===== config.mk =====
export PLATFORM = sky130hd
export DESIGN_NAME = cfg_keyport
export DESIGN_NICKNAME = d
export VERILOG_FILES = /design/src/rtl/cfg_keyport_pkg.sv /design/src/rtl/cfg_unlock_fsm.sv /design/src/rtl/cfg_global_regs.sv /design/src/rtl/cfg_bank_regs.sv /design/src/rtl/cfg_keyport.sv
export SDC_FILE = /design/constraint.sdc
export NUM_CORES = 2
export LEC_CHECK = 0
export ABC_AREA = 0
export CAP_MARGIN = 20
export CORE_MARGIN = 8
export CORE_UTILIZATION = 58
export DETAILED_ROUTE_END_ITERATION = 10
export PLACE_DENSITY = 0.77
export SLEW_MARGIN = 20
export SYNTH_ARGS = -nofsm -noshare
export SYNTH_HDL_FRONTEND = slang
export SYNTH_SLANG_ARGS = --single-unit

===== constraint.sdc =====
create_clock -name clk_i -period 2.49 [get_ports clk_i]
set_clock_uncertainty 0.2 [all_clocks]
set_input_delay 0.249 -clock clk_i [delete_from_list [all_inputs] [get_ports clk_i]]
set_output_delay 0.249 -clock clk_i [all_outputs]
set_load 0.02 [all_outputs]

===== src/rtl/cfg_keyport_pkg.sv =====
package cfg_keyport_pkg;
  localparam logic [7:0] KEY_UNLOCK  = 8'h87;
  localparam logic [7:0] KEY_LOCK    = 8'hAA;
  localparam logic [7:0] REG_DEV_SEL = 8'h07;
  localparam logic [7:0] REG_ID_HI   = 8'h20;
  localparam logic [7:0] REG_ID_LO   = 8'h21;
  localparam logic [7:0] BANK_BASE   = 8'h30;
  localparam logic [7:0] LOCKED_BYTE = 8'hFF;
  localparam int unsigned GLB_REGS   = 48;  // offsets below BANK_BASE

  typedef enum logic [1:0] {
    KS_IDLE,
    KS_ARMED,
    KS_OPEN
  } key_state_e;
endpackage


===== src/rtl/cfg_unlock_fsm.sv =====
module cfg_unlock_fsm
  import cfg_keyport_pkg::*;
(
  input  logic       clk_i,
  input  logic       rst_ni,
  input  logic       idx_wr_i,
  input  logic [7:0] wdata_i,
  output logic       open_o
);
  key_state_e state_q, state_d;

  always_comb begin
    state_d = state_q;
    if (idx_wr_i) begin
      unique case (state_q)
        KS_IDLE:  state_d = (wdata_i == KEY_UNLOCK) ? KS_ARMED : KS_IDLE;
        KS_ARMED: state_d = (wdata_i == KEY_UNLOCK) ? KS_OPEN  : KS_IDLE;
        KS_OPEN:  state_d = (wdata_i == KEY_LOCK)   ? KS_IDLE  : KS_OPEN;
        default:  state_d = KS_IDLE;
      endcase
    end
  end

  always_ff @(posedge clk_i or negedge rst_ni)
    if (!rst_ni) state_q <= KS_IDLE;
    else         state_q <= state_d;

  assign open_o = (state_q == KS_OPEN);

  assert_two_keys_R1: assert property (@(posedge clk_i) disable iff (!rst_ni)
    (open_o && !$past(open_o)) |->
      ($past(idx_wr_i) && $past(wdata_i) == KEY_UNLOCK && $past(state_q) == KS_ARMED));

  assert_key_restart_R2: assert property (@(posedge clk_i) disable iff (!rst_ni)
    (state_q == KS_ARMED && idx_wr_i && wdata_i != KEY_UNLOCK) |=> (state_q == KS_IDLE));

  assert_relock_R3: assert property (@(posedge clk_i) disable iff (!rst_ni)
    (open_o && idx_wr_i && wdata_i == KEY_LOCK) |=> !open_o);
endmodule


===== src/rtl/cfg_global_regs.sv =====
module cfg_global_regs
  import cfg_keyport_pkg::*;
#(
  parameter logic [15:0] CHIP_ID = 16'hA235
) (
  input  logic       clk_i,
  input  logic       rst_ni,
  input  logic       we_i,
  input  logic [7:0] idx_i,
  input  logic [7:0] wdata_i,
  output logic [7:0] rdata_o,
  output logic [7:0] dev_sel_o
);
  logic [GLB_REGS-1:0][7:0] mem_q;

  for (genvar g = 0; g < GLB_REGS; g++) begin : g_reg
    if (g == int'(REG_ID_HI) || g == int'(REG_ID_LO)) begin : g_ro
      assign mem_q[g] = 8'h00;  // identifier is read through the mux
    end else begin : g_rw
      always_ff @(posedge clk_i or negedge rst_ni)
        if (!rst_ni)                        mem_q[g] <= 8'h00;
        else if (we_i && idx_i == 8'(g))    mem_q[g] <= wdata_i;
    end
  end

  always_comb begin
    if (idx_i == REG_ID_HI)      rdata_o = CHIP_ID[15:8];
    else if (idx_i == REG_ID_LO) rdata_o = CHIP_ID[7:0];
    else if (idx_i < BANK_BASE)  rdata_o = mem_q[idx_i[5:0]];
    else                         rdata_o = 8'h00;
  end

  assign dev_sel_o = mem_q[REG_DEV_SEL[5:0]];

  assert_dev_sel_hold_R6: assert property (@(posedge clk_i) disable iff (!rst_ni)
    !(we_i && idx_i == REG_DEV_SEL) |=> $stable(dev_sel_o));
endmodule


===== src/rtl/cfg_bank_regs.sv =====
module cfg_bank_regs #(
  parameter int unsigned DEPTH = 16,
  localparam int unsigned OFF_W = $clog2(DEPTH)
) (
  input  logic             clk_i,
  input  logic             rst_ni,
  input  logic             we_i,
  input  logic [OFF_W-1:0] off_i,
  input  logic [7:0]       wdata_i,
  output logic [7:0]       rdata_o
);
  logic [DEPTH-1:0][7:0] mem_q;

  for (genvar e = 0; e < DEPTH; e++) begin : g_ent
    always_ff @(posedge clk_i or negedge rst_ni)
      if (!rst_ni)                          mem_q[e] <= 8'h00;
      else if (we_i && off_i == OFF_W'(e))  mem_q[e] <= wdata_i;
  end

  assign rdata_o = mem_q[off_i];

  assert_bank_hold_R7: assert property (@(posedge clk_i) disable iff (!rst_ni)
    !we_i |=> $stable(mem_q));
endmodule


===== src/rtl/cfg_keyport.sv =====
module cfg_keyport
  import cfg_keyport_pkg::*;
#(
  parameter int unsigned NUM_DEV    = 8,   // 2..255
  parameter int unsigned BANK_DEPTH = 16,  // 2..208
  parameter logic [15:0] CHIP_ID    = 16'hA235
) (
  input  logic       clk_i,
  input  logic       rst_ni,
  input  logic       port_sel_i,
  input  logic       wr_i,
  input  logic       rd_i,
  input  logic [7:0] wdata_i,
  output logic [7:0] rdata_o
);
  localparam int unsigned DEV_W = $clog2(NUM_DEV);
  localparam int unsigned OFF_W = $clog2(BANK_DEPTH);
  localparam logic [7:0] NUM_DEV_B = 8'(NUM_DEV);
  localparam logic [7:0] DEPTH_B   = 8'(BANK_DEPTH);

  logic       open;
  logic [7:0] index_q;
  logic       idx_wr, data_wr;
  logic [7:0] dev_sel, glb_rdata, bank_off;
  logic       in_bank, bank_hit;
  logic [7:0] bank_rdata [NUM_DEV];
  logic [7:0] space_rdata;

  assign idx_wr  = wr_i && !port_sel_i;
  assign data_wr = wr_i && port_sel_i && open;

  cfg_unlock_fsm u_fsm (
    .clk_i    (clk_i),
    .rst_ni   (rst_ni),
    .idx_wr_i (idx_wr),
    .wdata_i  (wdata_i),
    .open_o   (open)
  );

  always_ff @(posedge clk_i or negedge rst_ni)
    if (!rst_ni)                                     index_q <= 8'h00;
    else if (idx_wr && open && wdata_i != KEY_LOCK)  index_q <= wdata_i;

  cfg_global_regs #(.CHIP_ID(CHIP_ID)) u_glb (
    .clk_i     (clk_i),
    .rst_ni    (rst_ni),
    .we_i      (data_wr && !in_bank),
    .idx_i     (index_q),
    .wdata_i   (wdata_i),
    .rdata_o   (glb_rdata),
    .dev_sel_o (dev_sel)
  );

  assign in_bank  = (index_q >= BANK_BASE);
  assign bank_off = index_q - BANK_BASE;
  assign bank_hit = in_bank && (bank_off < DEPTH_B) && (dev_sel < NUM_DEV_B);

  for (genvar d = 0; d < NUM_DEV; d++) begin : g_dev
    cfg_bank_regs #(.DEPTH(BANK_DEPTH)) u_bank (
      .clk_i   (clk_i),
      .rst_ni  (rst_ni),
      .we_i    (data_wr && bank_hit && dev_sel == 8'(d)),
      .off_i   (bank_off[OFF_W-1:0]),
      .wdata_i (wdata_i),
      .rdata_o (bank_rdata[d])
    );
  end

  always_comb begin
    if (!in_bank)      space_rdata = glb_rdata;
    else if (bank_hit) space_rdata = bank_rdata[dev_sel[DEV_W-1:0]];
    else               space_rdata = 8'h00;
  end

  always_comb begin
    if (!rd_i)            rdata_o = 8'h00;
    else if (!open)       rdata_o = LOCKED_BYTE;
    else if (!port_sel_i) rdata_o = index_q;
    else                  rdata_o = space_rdata;
  end

  assert_one_strobe_R5: assert property (@(posedge clk_i) disable iff (!rst_ni)
    !(rd_i && wr_i));

  assert_locked_read_R4: assert property (@(posedge clk_i) disable iff (!rst_ni)
    (rd_i && !open) |-> (rdata_o == LOCKED_BYTE));

  assert_locked_index_hold_R4: assert property (@(posedge clk_i) disable iff (!rst_ni)
    (!open && wr_i) |=> $stable(index_q));

  assert_id_high_R9: assert property (@(posedge clk_i) disable iff (!rst_ni)
    (rd_i && open && port_sel_i && index_q == REG_ID_HI) |-> (rdata_o == CHIP_ID[15:8]));

  assert_unmapped_zero_R10: assert property (@(posedge clk_i) disable iff (!rst_ni)
    (rd_i && open && port_sel_i && in_bank && dev_sel >= NUM_DEV_B) |-> (rdata_o == 8'h00));
endmodule


Yosys cells after proc, flatten, opt, wreduce, memory -nomap -nowiden:

Index checks and enable logic that the tools add are counted.

* register bits: 1402
* latch bits: 0
* bits in writable memories: 0
* ROM bits: 0
* output and inout port bits: 8
* logic and storage cells: 489
* memories kept: 0

* add/subtract/negate cells: 1
* multiply operators: 0
* div/mod/pow operators: 0
* $lt $le $gt $ge: 7
* equality and inequality tests: 74
* shift operators: 0
* multiplexer cells: 33
* bitwise logic cells: 1
* reductions and logical operators: 197

Operators with widths (number)
* $bmux W8 S4: 8
* $logic_and A1 B1 Y1: 191
* $mux W8: 19
* $eq A8 B5 Y1 const B: 16
* $eq A8 B6 Y1 const B: 16
* $eq A8 B3 Y1 const B: 8
* $eq A8 B4 Y1 const B: 8
* $bmux W8 S6: 1
* $eq A4 B4 Y1 const B: 8
* $eq A8 B2 Y1 const B: 4
* $bmux W8 S3: 1
* $eq A4 B3 Y1 const B: 4
* $eq A8 B1 Y1 const B: 2
* $eq A8 B8 Y1 const B: 2
* $logic_not A8 Y1: 2
* $eq A4 B2 Y1 const B: 2
* $ge A8 B6 Y1 const B: 1
* $lt A8 B4 Y1 const B: 1
* $lt A8 B5 Y1 const B: 1
* $lt A8 B6 Y1 const B: 1
* $ne A8 B8 Y1 const B: 1
* $sub A8 B6 Y8 const B: 1
* $lt A6 B7 Y1 const B: 1
* $pmux W2 S3: 1
* 11 further kinds: 13

Longest topological paths before layout:

* depth in word-level cells: 11
* mapped depth: 11
* depth with buffers taken out: 6

Modules after synthesis:

From an unflattened synthesis, not the netlist that was laid out.

* cells, all modules: 4218
* area, all modules: 65915.7 µm²

By module, submodules not included
* cfg_bank_regs: instances 8, cells an instance 363, area each 5911.9 µm²
* cfg_global_regs: instances 1, cells an instance 1171, area each 17295.3 µm²
* cfg_keyport: instances 1, cells an instance 131, area each 1179.9 µm²
* cfg_unlock_fsm: instances 1, cells an instance 12, area each 145.1 µm²

Worst setup path after synthesis:

Ideal clock, no wire load.

* path type: register to output
* start point: register index_q[0]
* end point: output rdata_o[7]
* data arrival time: 2.876 ns
* data required time: 2.041 ns
* setup slack: -0.835 ns
* stages on the path, launching flop included: 9
* path buffers: 3
* cells stage by stage: dfrtp_1 buf_4 buf_4 nor4b_1 buf_2 a221oi_1 o211ai_1 a21oi_1 a2111oi_0

* word-level cells in the longest chain between the ends: 11
* elaborated cells between the ends (all ways): 37

Ends and longest elaborated chain
* start, declared: line cfg_keyport.sv:22 `logic [7:0] index_q;`
* start signal, assigned: line cfg_keyport.sv:42 `else if (idx_wr && open && wdata_i != KEY_LOCK) index_q <= wdata_i;`
* $sub A8 B6 Y8: line cfg_keyport.sv:55 `assign bank_off = index_q - BANK_BASE;`
* $bmux W8 S4: line cfg_bank_regs.sv:20 `assign rdata_o = mem_q[off_i];`
* $mux W8 (not written as such): line cfg_bank_regs.sv:20
* $bmux W8 S3: line cfg_keyport.sv:71 `else if (bank_hit) space_rdata = bank_rdata[dev_sel[DEV_W-1:0]];`
* $mux W8 (not written as such) (2 in a row): line cfg_keyport.sv:71
* $mux W8: line cfg_keyport.sv:71
* $mux W8 (*): line cfg_keyport.sv:70 `if (!in_bank) space_rdata = glb_rdata;`
* $mux W8 (*): line cfg_keyport.sv:78 `else if (!port_sel_i) rdata_o = index_q;`
* $mux W8 (*): line cfg_keyport.sv:77 `else if (!open) rdata_o = LOCKED_BYTE;`
* $mux W8 (*): line cfg_keyport.sv:76 `if (!rd_i) rdata_o = 8'h00;`
* end, declared: line cfg_keyport.sv:14 `output logic [7:0] rdata_o`

Mark *: on every way between the ends. The rest lies on a longest branch, timed or not. The select of a mux whose other input is x is not followed.

Final worst setup path:

Same ends and word-level chain as after synthesis.

==> impl_results.md <==
* Reg clk slew, reported paths at around 0.06 ns
* Fmax at 230 MHz
* Syn Nets at a little over 4,000
* Setup slack, reg-to-reg at -0.36 ns
* Port Buffers at 20
* WL per Instance at roughly 30 um
* Failing checks: negative setup slack
* Worst r2r path cells at 8
* Largest net degree at the start of global routing at between 150 and 200
* DRT iter0 DRCs at approximately 3,600
* Dominant cell by count in the synthesized netlist: dfrtp_1
* # IOs at 21
* Die ar. at between 100,000 and 150,000 um^2
* Gr ovfl total at 0
* PnR worst setup slack at -1.86 ns
* Worst Setup End Kind: primary output
* Number of enable flip-flop cells after synthesis at 0
* Final slew viol count at 0
* Crit. path cell count at 11
* Setup TNS at -298.96 ns
* Synth area leader: dfrtp_1
* GRT Util Overall at between 20 and 30%
* WHS at 0.0676 ns
* VDD IR max at roughly 0.00083 V
* Area contributors post-synth: dfrtp_1, mux2_2, mux4_2, clkbuf_1, nand2_1
* RSZ-0062 raised after global routing: true
* Max_slew headroom at between 20% and 30%
* Antenna viol nets, final at 0
* Least-Margin Pin Slew at 1.10 ns
* Crit Path Class: flop to primary output
* Critical path's top delay family: compound AO/OA/AOI/OAI gates
* Synth Flop Type: dfrtp_1
* Die W at 349 um
* Placer Congestion at approximately 0.92
* Final setup viols at 1,331
* Required @ worst endpoint at just over 2 ns
* Fin cells at around 6,400
* Worst setup path end: rdata_o[7]
* Die Ht at around 350 um
* CP arrival at 3.90 ns
* Crit path buffers/inverters at 5
* Yosys reg bits at about 1,400
* Clock H-tree levels at 4
* CP max FO at 8
* Seq/Total Area, Yosys at between 50% and 60%
* Status: finished with violations
* Number of global-route vias before repair at between 40,000 and 50,000
* Drt first pass iters at 5
* Max-cap violations at 0
* CTS tree: yes
* Layout cells sized above 1 at between 60 and 70%
* Unique masters post-synth at 70
* Synthesis Warnings at 0
* Startpoint Class: flop
* Hpwl dp at 114,000 um
* Drt total wl at 190,000 um
* Avg Cell Area, Syn at around 16 um^2
* Minimum clock period at 4.35 ns
* Cells after DPL at 5,975
* Num rows at 122
* Via/cell ratio at approximately 6.5
* Starting Density at 58.3%
* Fill cells at 6,268
* Reg-to-reg endpoint: g_dev[2].u_bank.mem_q[57]
* Layout Nets at about 4,800
* Fin. Hold Viols at 0
* Slowest library cell on the worst path: a2111oi_4
* TritonCTS buffer count at around 150
* CP max stage delay at ~0.66 ns
* Initial antenna violation count at 1
* FF-to-FF Start: u_glb.dev_sel_o[6]
* Most numerous cell on the critical path: buf_12
* CTS max path bufs at 3
* Share of the synthesized area in the top cell type at between 50% and 60%
* Via count at slightly above 40,000
* Cells along the critical path: buf_12, buf_12, buf_12, mux4_2, mux2i_1, a22o_1, a211oi_2, buf_4, o311ai_4, a2111oi_4, buf_4
* DRC at 0
* Root Buffer: clkbuf_16
* Syn Inst Count at about 4,100
* Clk_lat worst skew at 0.77 ns
* Synth-to-layout area growth at 26.3%
* Power Density at about 800 nW/um^2
* Post-synth top cells: dfrtp_1, mux2_2, mux4_2
* Tcrit/Tclk final at 175%
* CTS Sinks at 1,402
* Hold Path Class: primary input to flop
* Mapped Area at approximately 64,000 um^2
* LEAKAGE at between 30 and 40 nW
* First-pass GRT wire length at ~280,000 um
* Synth async-reset ratio at between 90% and 100%
* Crit path launch: index_q[0]
* Core Region at ~110,000 um^2
## cells in the final DEF (no fill, tap or decap), drive strengths merged, types with 3 or more instances in the layout
master / synthesis / layout
mux2: 1403 / 1403
dfrtp: 1402 / 1402
buf: 97 / 751
mux4: 343 / 343
clkbuf: 208 / 225
nand2: 176 / 176
nor2: 105 / 105
a22oi: 75 / 75
mux2i: 45 / 45
nand3: 44 / 44
a21oi: 30 / 30
o21ai: 29 / 29
clkinv: 0 / 24
nor3: 19 / 19
a22o: 14 / 14
a211oi: 14 / 14
a221oi: 13 / 13
bufinv: 0 / 12
inv: 6 / 12
nor2b: 11 / 11
nor4: 11 / 11
nand2b: 9 / 9
o22ai: 7 / 7
o211ai: 6 / 6
dlygate4sd3: 0 / 6
a31oi: 6 / 6
and3: 5 / 5
a2111oi: 5 / 5
nand3b: 4 / 4
nand4: 4 / 4
a211o: 4 / 4
o311ai: 4 / 4
nor4bb: 3 / 3
bufbuf: 0 / 3
clkdlybuf4s50: 0 / 3
## state kept, by name, indices dropped and copies added (netlist names)
signal              cells
g_dev.u_bank.mem_q   1024
index_q                 8
u_fsm.state_q           2
u_glb.dev_sel_o         8
u_glb.mem_q           360
## final cells by class
class                   count  area, um^2  share of cell area [%]
repair buffers            772        8950                    11.0
well taps                1488        1860                    2.29
multi-input cells        2424       30500                    37.4
flip-flops and latches   1402       35100                    43.1
diodes                      1        2.50                 0.00307
inverters                   6        22.5                  0.0277
clock inverters            44         631                   0.774
clock buffers             216        4410                    5.42
## metal layers
metal	up-vias	share of wire (%)	GRT usage, %
met5	-	0	0
met4	0	4.4	11.3
met3	512	8.3	6.78
met2	1863	47	46.3
met1	22340	40	41.3
li1	16828	-	-
## power by group
part           switching, mW  leakage [nW]  internal (mW)
Clock                   9.37          2.49           13.5
Combinational           10.0          17.5           8.46
Sequential             0.308          19.6           23.2
## cells by family (layout without fill, tap and decap cells)
| family | after synthesis | count (layout) | synth area share, % |
|---|---|---|---|
| compound gates | 227 | 227 | 2.51 |
| buf+inv | 311 | 1038 | 2.23 |
| flops | 1402 | 1402 | 54.4 |
| mux | 1791 | 1791 | 37.2 |
| other cells | 0 | 1 | 0 |
| simple gates | 406 | 406 | 3.65 |
## worst min-delay path: stages
cell    delay, ns
buf_6        0.10
buf_12       0.24
mux2_2       0.37
## how the worst min path moves through the flow
stage                     startpoint                       end  slack [ns]  cells past startpoint
after global routing      wdata_i[3]                index_q[3]        0.09                      4
after global placement        rst_ni          u_glb.mem_q[131]       -0.02                      1
final                     wdata_i[6]          u_glb.mem_q[302]        0.07                      3
after detailed placement      rst_ni          u_glb.mem_q[131]       -0.02                      1
after floorplan               rst_ni  g_dev[0].u_bank.mem_q[0]       -0.25                      0
after CTS                 wdata_i[3]                index_q[3]        0.06                      4
## stage by stage
stage,cell area (um^2),util [%],setup WS [ns],power (mW)
finish,81400,73.7,-1.86,64.9
global route,81400,73.7,-1.94,66.6
CTS,78800,71.3,-1.72,63.8
detailed placement,72000,65.1,-1.81,38.9
global placement,72000,65.1,-1.80,38.8
floorplan,64800,-,-0.211,31.8
## what timing repair did
item                                   in CTS  in global routing
cloned                                     10                  9
pin swaps                                  50                 94
endpoints found under the hold margin    1471                  0
setup endpoints to repair                1312               1376
buffers inserted                           71                 34
gates resized for setup                   205                567
hold buffers                                7                  0
Note: power is estimated with default switching activity, not from simulation.
